<file path="config.mk">
export PLATFORM = sky130hd
export DESIGN_NAME = ckm_sequencer
export DESIGN_NICKNAME = d
export VERILOG_FILES = /design/src/rtl/ckm_pkg.sv /design/src/rtl/ckm_setup_reg.sv /design/src/rtl/ckm_seq.sv /design/src/rtl/ckm_sequencer.sv
export SDC_FILE = /design/constraint.sdc
export NUM_CORES = 1
export LEC_CHECK = 0
export BUFFER_PORTS_ARGS = -buffer_cell sky130_fd_sc_hd__clkbuf_2
export CORE_AREA = 3 3 40 42
export DETAILED_ROUTE_END_ITERATION = 10
export DIE_AREA = 0 0 43 45
export PLACE_DENSITY = 0.86
export SYNTH_ARGS = -nofsm -noshare
export SYNTH_HDL_FRONTEND = slang
export SYNTH_SLANG_ARGS = --single-unit
</file>
<file path="constraint.sdc">
create_clock -name clk -period 4.15 [get_ports clk]
set_input_delay 0 -clock clk [delete_from_list [all_inputs] [get_ports clk]]
set_output_delay 0 -clock clk [all_outputs]
set_load 0.005 [all_outputs]
</file>
<file path="src/rtl/ckm_pkg.sv">
package ckm_pkg;

    parameter int DATA_W = 8;

    localparam int BIT_RBT    = 7;
    localparam int BIT_MUL_HI = 5;
    localparam int BIT_MUL_LO = 4;
    localparam int BIT_EF     = 3;
    localparam int BIT_NOSYNC = 2;

    typedef enum logic [1:0] {
        MUL_X1  = 2'b00,
        MUL_X2  = 2'b01,
        MUL_RSV = 2'b10,
        MUL_X4  = 2'b11
    } mult_e;

    typedef struct packed {
        logic  rbt;
        mult_e mult;
        logic  ef;
        logic  nosync;
    } setup_t;

    typedef enum logic [1:0] {
        ST_RUN   = 2'd0,
        ST_HALT  = 2'd1,
        ST_ARMED = 2'd2
    } seq_st_e;

    function automatic setup_t unpack_setup(input logic [DATA_W-1:0] b);
        setup_t s;
        s.rbt    = b[BIT_RBT];
        s.mult   = mult_e'(b[BIT_MUL_HI:BIT_MUL_LO]);
        s.ef     = b[BIT_EF];
        s.nosync = b[BIT_NOSYNC];
        return s;
    endfunction

    function automatic logic [DATA_W-1:0] pack_setup(input setup_t s);
        logic [DATA_W-1:0] b;
        b = '0;
        b[BIT_RBT]               = s.rbt;
        b[BIT_MUL_HI:BIT_MUL_LO] = s.mult;
        b[BIT_EF]                = s.ef;
        b[BIT_NOSYNC]            = s.nosync;
        return b;
    endfunction

endpackage

</file>
<file path="src/rtl/ckm_setup_reg.sv">
module ckm_setup_reg
    import ckm_pkg::*;
(
    input  logic   clk,
    input  logic   rst,
    input  logic   wr_setup,
    input  setup_t wr_val,
    output setup_t cfg,
    output logic   chg_req
);

    setup_t cfg_q;
    logic   used_q;

    // a real change: legal, different, allowance still unused
    assign chg_req = wr_setup && (wr_val.mult != MUL_RSV) &&
                     (wr_val.mult != cfg_q.mult) && !used_q;

    always_ff @(posedge clk) begin
        if (rst) begin
            cfg_q.rbt    <= 1'b0;
            cfg_q.mult   <= MUL_X1;
            cfg_q.ef     <= 1'b0;
            cfg_q.nosync <= 1'b0;
            used_q       <= 1'b0;
        end else if (wr_setup) begin
            cfg_q.rbt    <= wr_val.rbt;
            cfg_q.ef     <= wr_val.ef;
            cfg_q.nosync <= wr_val.nosync;
            if (chg_req) begin
                cfg_q.mult <= wr_val.mult;
                used_q     <= 1'b1;
            end
        end
    end

    assign cfg = cfg_q;

    assert_mult_legal_R3: assert property (@(posedge clk) disable iff (rst)
        cfg_q.mult != MUL_RSV);

    assert_once_only_R6: assert property (@(posedge clk) disable iff (rst)
        used_q |=> $stable(cfg_q.mult));

endmodule

</file>
<file path="src/rtl/ckm_seq.sv">
module ckm_seq
    import ckm_pkg::*;
(
    input  logic clk,
    input  logic rst,
    input  logic chg_req,
    input  logic restart_cmd,
    input  logic pll_lock,
    output logic core_run,
    output logic pll_en
);

    seq_st_e st_q;
    logic    pll_q;

    always_ff @(posedge clk) begin
        if (rst) begin
            st_q  <= ST_RUN;
            pll_q <= 1'b0;
        end else begin
            if (chg_req) pll_q <= 1'b1;
            case (st_q)
                ST_RUN:   if (chg_req) st_q <= ST_HALT;
                ST_HALT:  if (restart_cmd) st_q <= pll_lock ? ST_RUN : ST_ARMED;
                ST_ARMED: if (pll_lock) st_q <= ST_RUN;
                default:  st_q <= ST_HALT;
            endcase
        end
    end

    assign core_run = (st_q == ST_RUN);
    assign pll_en   = pll_q;

    assert_halt_on_change_R4: assert property (@(posedge clk) disable iff (rst)
        chg_req |=> (!core_run && pll_en));

    assert_pll_hold_R4: assert property (@(posedge clk) disable iff (rst)
        pll_en |=> pll_en);

    assert_run_needs_lock_R8: assert property (@(posedge clk) disable iff (rst)
        $rose(core_run) |-> $past(pll_lock));

endmodule

</file>
<file path="src/rtl/ckm_sequencer.sv">
module ckm_sequencer
    import ckm_pkg::*;
#(
    parameter logic [7:0] RESTART_CMD = 8'h18
) (
    input  logic        clk,
    input  logic        rst,
    input  logic        bus_we,
    input  logic        bus_sel,
    input  logic [7:0]  bus_wdata,
    input  logic        bus_tmg_pin,
    input  logic        pll_lock,
    output logic [7:0]  setup_rd,
    output logic [1:0]  mult_sel,
    output logic        pll_en,
    output logic        core_run,
    output logic        fast_rd_en,
    output logic        enh_func_en,
    output logic        line_idle_req,
    output logic        cfg_err
);

    setup_t cfg;
    logic   chg_req;
    logic   restart_cmd;
    logic   err_q;

    assign restart_cmd = bus_we && bus_sel && (bus_wdata == RESTART_CMD);

    ckm_setup_reg u_setup (
        .clk      (clk),
        .rst      (rst),
        .wr_setup (bus_we && !bus_sel),
        .wr_val   (unpack_setup(bus_wdata)),
        .cfg      (cfg),
        .chg_req  (chg_req)
    );

    ckm_seq u_seq (
        .clk         (clk),
        .rst         (rst),
        .chg_req     (chg_req),
        .restart_cmd (restart_cmd),
        .pll_lock    (pll_lock),
        .core_run    (core_run),
        .pll_en      (pll_en)
    );

    always_ff @(posedge clk) begin
        if (rst)                                  err_q <= 1'b0;
        else if (cfg.mult == MUL_X4 && !cfg.ef)   err_q <= 1'b1;
    end

    assign setup_rd      = pack_setup(cfg);
    assign mult_sel      = cfg.mult;
    assign fast_rd_en    = bus_tmg_pin & cfg.rbt;
    assign enh_func_en   = cfg.ef;
    assign line_idle_req = ~cfg.nosync;
    assign cfg_err       = err_q;

    assert_err_sticky_R10: assert property (@(posedge clk) disable iff (rst)
        cfg_err |=> cfg_err);

endmodule

</file>
After elaboration in Yosys (flattened, before gate mapping) --
Index checks and enable logic that the tools add are counted.
Word-level totals: flip-flop bits (word level) 10, bits in latches 0, RAM bits 0, ROM bits 0, bits of input ports 14, output and inout bits 16, logic and storage cells 37, memories 0
Cells by class: add/subtract/negate cells 0, multipliers 0, div/mod/pow operators 0, order comparisons 0, eq/ne operators 9, shift operators 0, multiplexer cells 5, bitwise operators 2, reductions and logical operators 13
Operators by type and width (count):
- 8-bit by 5-bit == test with 1-bit output, second input constant | 1
- 2-bit two-way mux | 4
- 1-bit logical AND | 7
- 2-bit != test, second input constant | 3
- 2-bit one-hot mux with 3 select lines | 1
- 2-bit == test, second input constant | 2
- 1-bit zero test | 3
- 3-bit AND reduction | 1
- 2-bit by 1-bit == test with 1-bit output, second input constant | 1
- 2-bit zero test | 1
- 2-bit by 1-bit != test with 1-bit output, second input constant | 1
- 2-bit != test | 1
- 2-bit AND reduction | 1
- 1-bit AND | 1
- 1-bit inverter | 1

Logic depth before layout (Yosys ltp) --
depth after elaboration 7, depth in mapped cells 6, depth with buffers taken out 5

Cells and area by module --
From an unflattened synthesis, not the netlist that was laid out.
Second synthesis, totals: cells, all modules 69, area, all modules 604.3 µm²
By module, submodules not included:
- ckm_setup_reg | instances 1, cells each 32, area each 291.5 µm², seq. area each 120.1 µm²
- ckm_seq | instances 1, cells each 20, area each 176.4 µm², seq. area each 60.1 µm²
- ckm_sequencer | instances 1, cells each 17, area each 136.4 µm², seq. area each 20.0 µm²

Least setup slack after synthesis --
Ideal clock, no wire load.
kind flip-flop to flip-flop, from reg u_setup.used_q, to reg u_seq.st_q[0], setup time 0.121 ns, arrival time 1.523 ns, required time 4.029 ns, setup slack 2.506 ns, cell stages (with the launch flop) 5, buffers on the path 0, period minus slack after synthesis 1.644 ns, path through dfxtp_1 -> or3_1 -> a2bb2oi_1 -> a221o_1 -> mux2_4
On the way: word-level cells in the longest chain between the ends 4
RTL lines:
- start, declared | line ckm_setup_reg.sv:13 | logic used_q;
- start signal, assigned | line ckm_setup_reg.sv:25 | used_q <= 1'b0;
- start signal, assigned | line ckm_setup_reg.sv:32 | used_q <= 1'b1;
- 1-bit zero test | line ckm_setup_reg.sv:17 | (wr_val.mult != cfg_q.mult) && !used_q;
- 1-bit logical AND | line ckm_setup_reg.sv:17
- 2-bit by 1-bit != test with 1-bit output (no line)
- 3-bit AND reduction (no line)
- end signal, assigned | line ckm_seq.sv:24 | ST_HALT: if (restart_cmd) st_q <= pll_lock ? ST_RUN : ST_ARMED;
- end, declared | line ckm_seq.sv:13 | seq_st_e st_q;
No other way between the ends. A chain may end at the register's enable or synchronous reset.

Final worst setup path --
Ends and elaborated chain as after synthesis.

==> summary.md <==
| Metric | Value |
|---|---|
| Status | `finished, final reports clean` |
| Worst Hold Endpoint | `u_seq.st_q[1]` |
| Netlist cell types | `24` |
| Worst slack, placed | `2.44 ns` |
| Worst hold path startpoint | `pll_lock` |
| Layout net count | `109` |
| Synth area leader | `dfxtp_1` |
| Area fraction of the dominant cell type after synthesis | `0.361` |
| Sequential power share | `0.436` |
| RSZ-0062 raised after global routing | `false` |
| Clock share of power | `0.256` |
| DIE AREA | `0.00194 mm^2` |
| CTS HTree Levels | `1` |
| Via count | `490` |
| Reg2reg end | `u_seq.st_q[0]` |
| DIE WIDTH | `43 um` |
| Gr usage total | `0.135` |
| Startpoint types | `register` |
| Clock Skews | `0.000312 ns` |
| Pre-antenna DRT Iters | `3` |
| Core area | `0.00128 mm^2` |
| Leak | `0.359 nW` |
| Final slew viol count | `0` |
| FF-to-FF path depth | `4` |
| Arrival @ worst endpoint | `1.88 ns` |
| Antenna cells | `0` |
| Starting Density | `0.431` |
| Clock Path Buffers | `2` |
| DRT iter0 DRCs | `7` |
| Mux contribution to synthesized area | `0.0993` |
| Postcts setup bufs | `0` |
| DR vias/cell | `4.67` |
| DIE HEIGHT | `45 um` |
| IO Count | `30` |
| Fin util | `0.547` |
| First-pass GRT wire length | `1.93 mm` |
| Clock buffer count from CTS | `3` |
| Max-cap violation count | `0` |
| Post-synthesis simple-gate area fraction | `0.212` |
| WP data required | `4.30 ns` |
| Setup crit end kind | `register` |
| Cell Area, Synth | `554 um^2` |
| Final hold viol count | `0` |
| F_max | `579 MHz` |
| Final setup violation count | `0` |
| HPWL after DPL | `891 um` |
| Post-synthesis adder-cell area fraction | `0.0677` |
| DRC Markers | `0` |
| Syn Area/Cell | `8.66 um^2` |
| Initial antenna violation count | `0` |
| Seq/Total Area, Yosys | `0.361` |
| Largest net degree at the start of global routing | `13` |
| Switching part of the total | `0.293` |
| Synth warnings | `0` |
| WL/cell | `10.8 um` |
| Post-synthesis xor/xnor area fraction | `0` |
| Worst hold path type | `input port to register` |
| IO Port Bufs | `26` |
| Layout area overhead | `26.9%` |
| RR Startpoint | `u_setup.used_q` |
| Std-Cell Rows | `13` |
| P_sw | `75.7 uW` |
| Final min period | `1.73 ns` |
| Worst-path clk slew | `0.06 ns` |
| Most common cell after layout, fill and taps aside | `clkbuf_2` |
| Type of the worst setup path | `register to register` |
| CP Max Fanout | `4` |
| Final worst slack | `2.42 ns` |
| CTS Root Cell | `clkbuf_4` |
| Register Area | `200 um^2` |
| Setup_tns | `0 ns` |
| Area taken by multi-input logic gates | `272 um^2` |
| TritonCTS clock tree | `yes` |
| Wirelength, routed | `1.14 mm` |
| Period utilization | `0.416` |
| Flop2flop setup slack | `2.42 ns` |
| Synthesized netlist cell count | `64` |
| Combinational fraction of design power | `0.308` |
| CTS Sinks | `10` |
| Hold Path Depth | `4` |
| Worst-Skew Late Latency | `0.26 ns` |
| ANT nets after route | `0` |
| Share of layout cells above drive strength 1 | `0.344` |
| Largest family of logic cells by synthesized area | `simple AND/OR/NAND/NOR gates` |
| Grt ovf | `0` |
| Routability Congestion | `0.704` |
| Power Density | `368 mW/mm^2` |
| Worst VDD drop | `0.000216 V` |
| Tot Pwr | `259 uW` |
| Synth Register Bits | `10` |
| Vias in the first global route | `474` |
| Synth area leaders | `dfxtp_1 (36%), buf_4 (8.1%), mux2i_1 (7.2%), ha_1 (6.8%), nor2_1 (6.1%)` |
| Most frequent cells in the layout | `clkbuf_2 (26), dfxtp_1 (10), nor2_1 (9)` |
| Fillers | `132` |
| Compound-cell area share of the yosys netlist | `0.0903` |
| Internal | `183 uW` |
==> repair_timing <==
action                    CTS  global route
hold endpoints to repair    3             0
hold buffers                3             0
resized for setup           0             0
==> synthesized netlist by cell type <==
cell / instances
nor4b_1: 2
a221o_1: 1
and2_1: 1
a31oi_1: 1
nor3_1: 3
nand4b_1: 1
clkbuf_1: 1
inv_1: 8
a21oi_1: 4
buf_4: 6
nand2_1: 1
a2bb2oi_1: 1
dfxtp_1: 10
conb_1: 1
nor2_1: 9
nand2b_4: 1
mux2_4: 1
buf_6: 1
ha_1: 3
mux2i_1: 4
or3_1: 1
o21ai_0: 1
nor2b_1: 1
nand2b_1: 1
==> through the flow <==
stage	instance area (um^2)	std cells	hold WS, ns
floorplan	562	66	0.116
global placement	651	99	0.250
detailed placement	651	99	0.269
CTS	703	105	0.0113
global route	703	105	0.0437
finish	703	105	0.0181
==> area by class of cell <==
cell class,instances,share of cell area
Multi-Input combinational cell,40,0.386
Sequential cell,10,0.285
Timing Repair Buffer,29,0.228
Inverter,8,0.0427
Clock buffer,3,0.0320
Tap cell,15,0.0267
==> kinds of logic (layout without fill, tap and decap cells) <==
logic type / after synthesis / count (layout)
compound gates: 8 / 8
fa+ha+maj: 3 / 3
buf+inv: 16 / 40
flops: 10 / 10
mux: 5 / 5
other cells: 1 / 3
simple gates: 21 / 21
==> worst max-delay path, cell delays in order, from the launching register on <==
cell	delay [ns]
dfxtp_1	0.33
or3_1	0.38
a2bb2oi_1	0.18
a221o_1	0.42
mux2_4	0.31
==> power groups by stage <==
stage / Clock (mW) / Sequential [mW] / Combinational [mW]
floorplan: 0 / 0.114 / 0.0580
global placement: 0 / 0.115 / 0.0746
detailed placement: 0 / 0.115 / 0.0763
CTS: 0.0702 / 0.113 / 0.0802
global route: 0.0725 / 0.114 / 0.0911
finish: 0.0661 / 0.113 / 0.0797
==> layer usage <==
metal / vias up / wire (um) / track usage
met2: 24 / 515 / 0.219
met5: - / 0 / 0
met3: 4 / 120 / 0.0598
li1: 257 / - / -
met4: 0 / 17 / 0.0542
met1: 205 / 484 / 0.158
==> worst max path at each step <==
| stage | startpoint | to | slack [ns] | cells past startpoint |
|---|---|---|---|---|
| 2_1_floorplan | u_setup.used_q | u_seq.st_q[0] | 2.51 | 4 |
| 3_3_place_gp | u_setup.used_q | u_seq.st_q[0] | 2.48 | 4 |
| 3_5_place_dp | u_setup.used_q | u_seq.st_q[0] | 2.44 | 4 |
| 4_1_cts | u_setup.used_q | u_seq.st_q[0] | 2.43 | 4 |
| 5_1_grt | u_setup.used_q | u_seq.st_q[0] | 2.35 | 4 |
| 6_report | u_setup.used_q | u_seq.st_q[0] | 2.42 | 4 |
==> sequential cells by signal, summed over array words and instances (netlist names) <==
signal	cells
u_seq.pll_en	1
u_seq.st_q	2
cfg_err	1
u_setup.used_q	1
u_setup.cfg	5
Power figures use the tool's default switching activity.
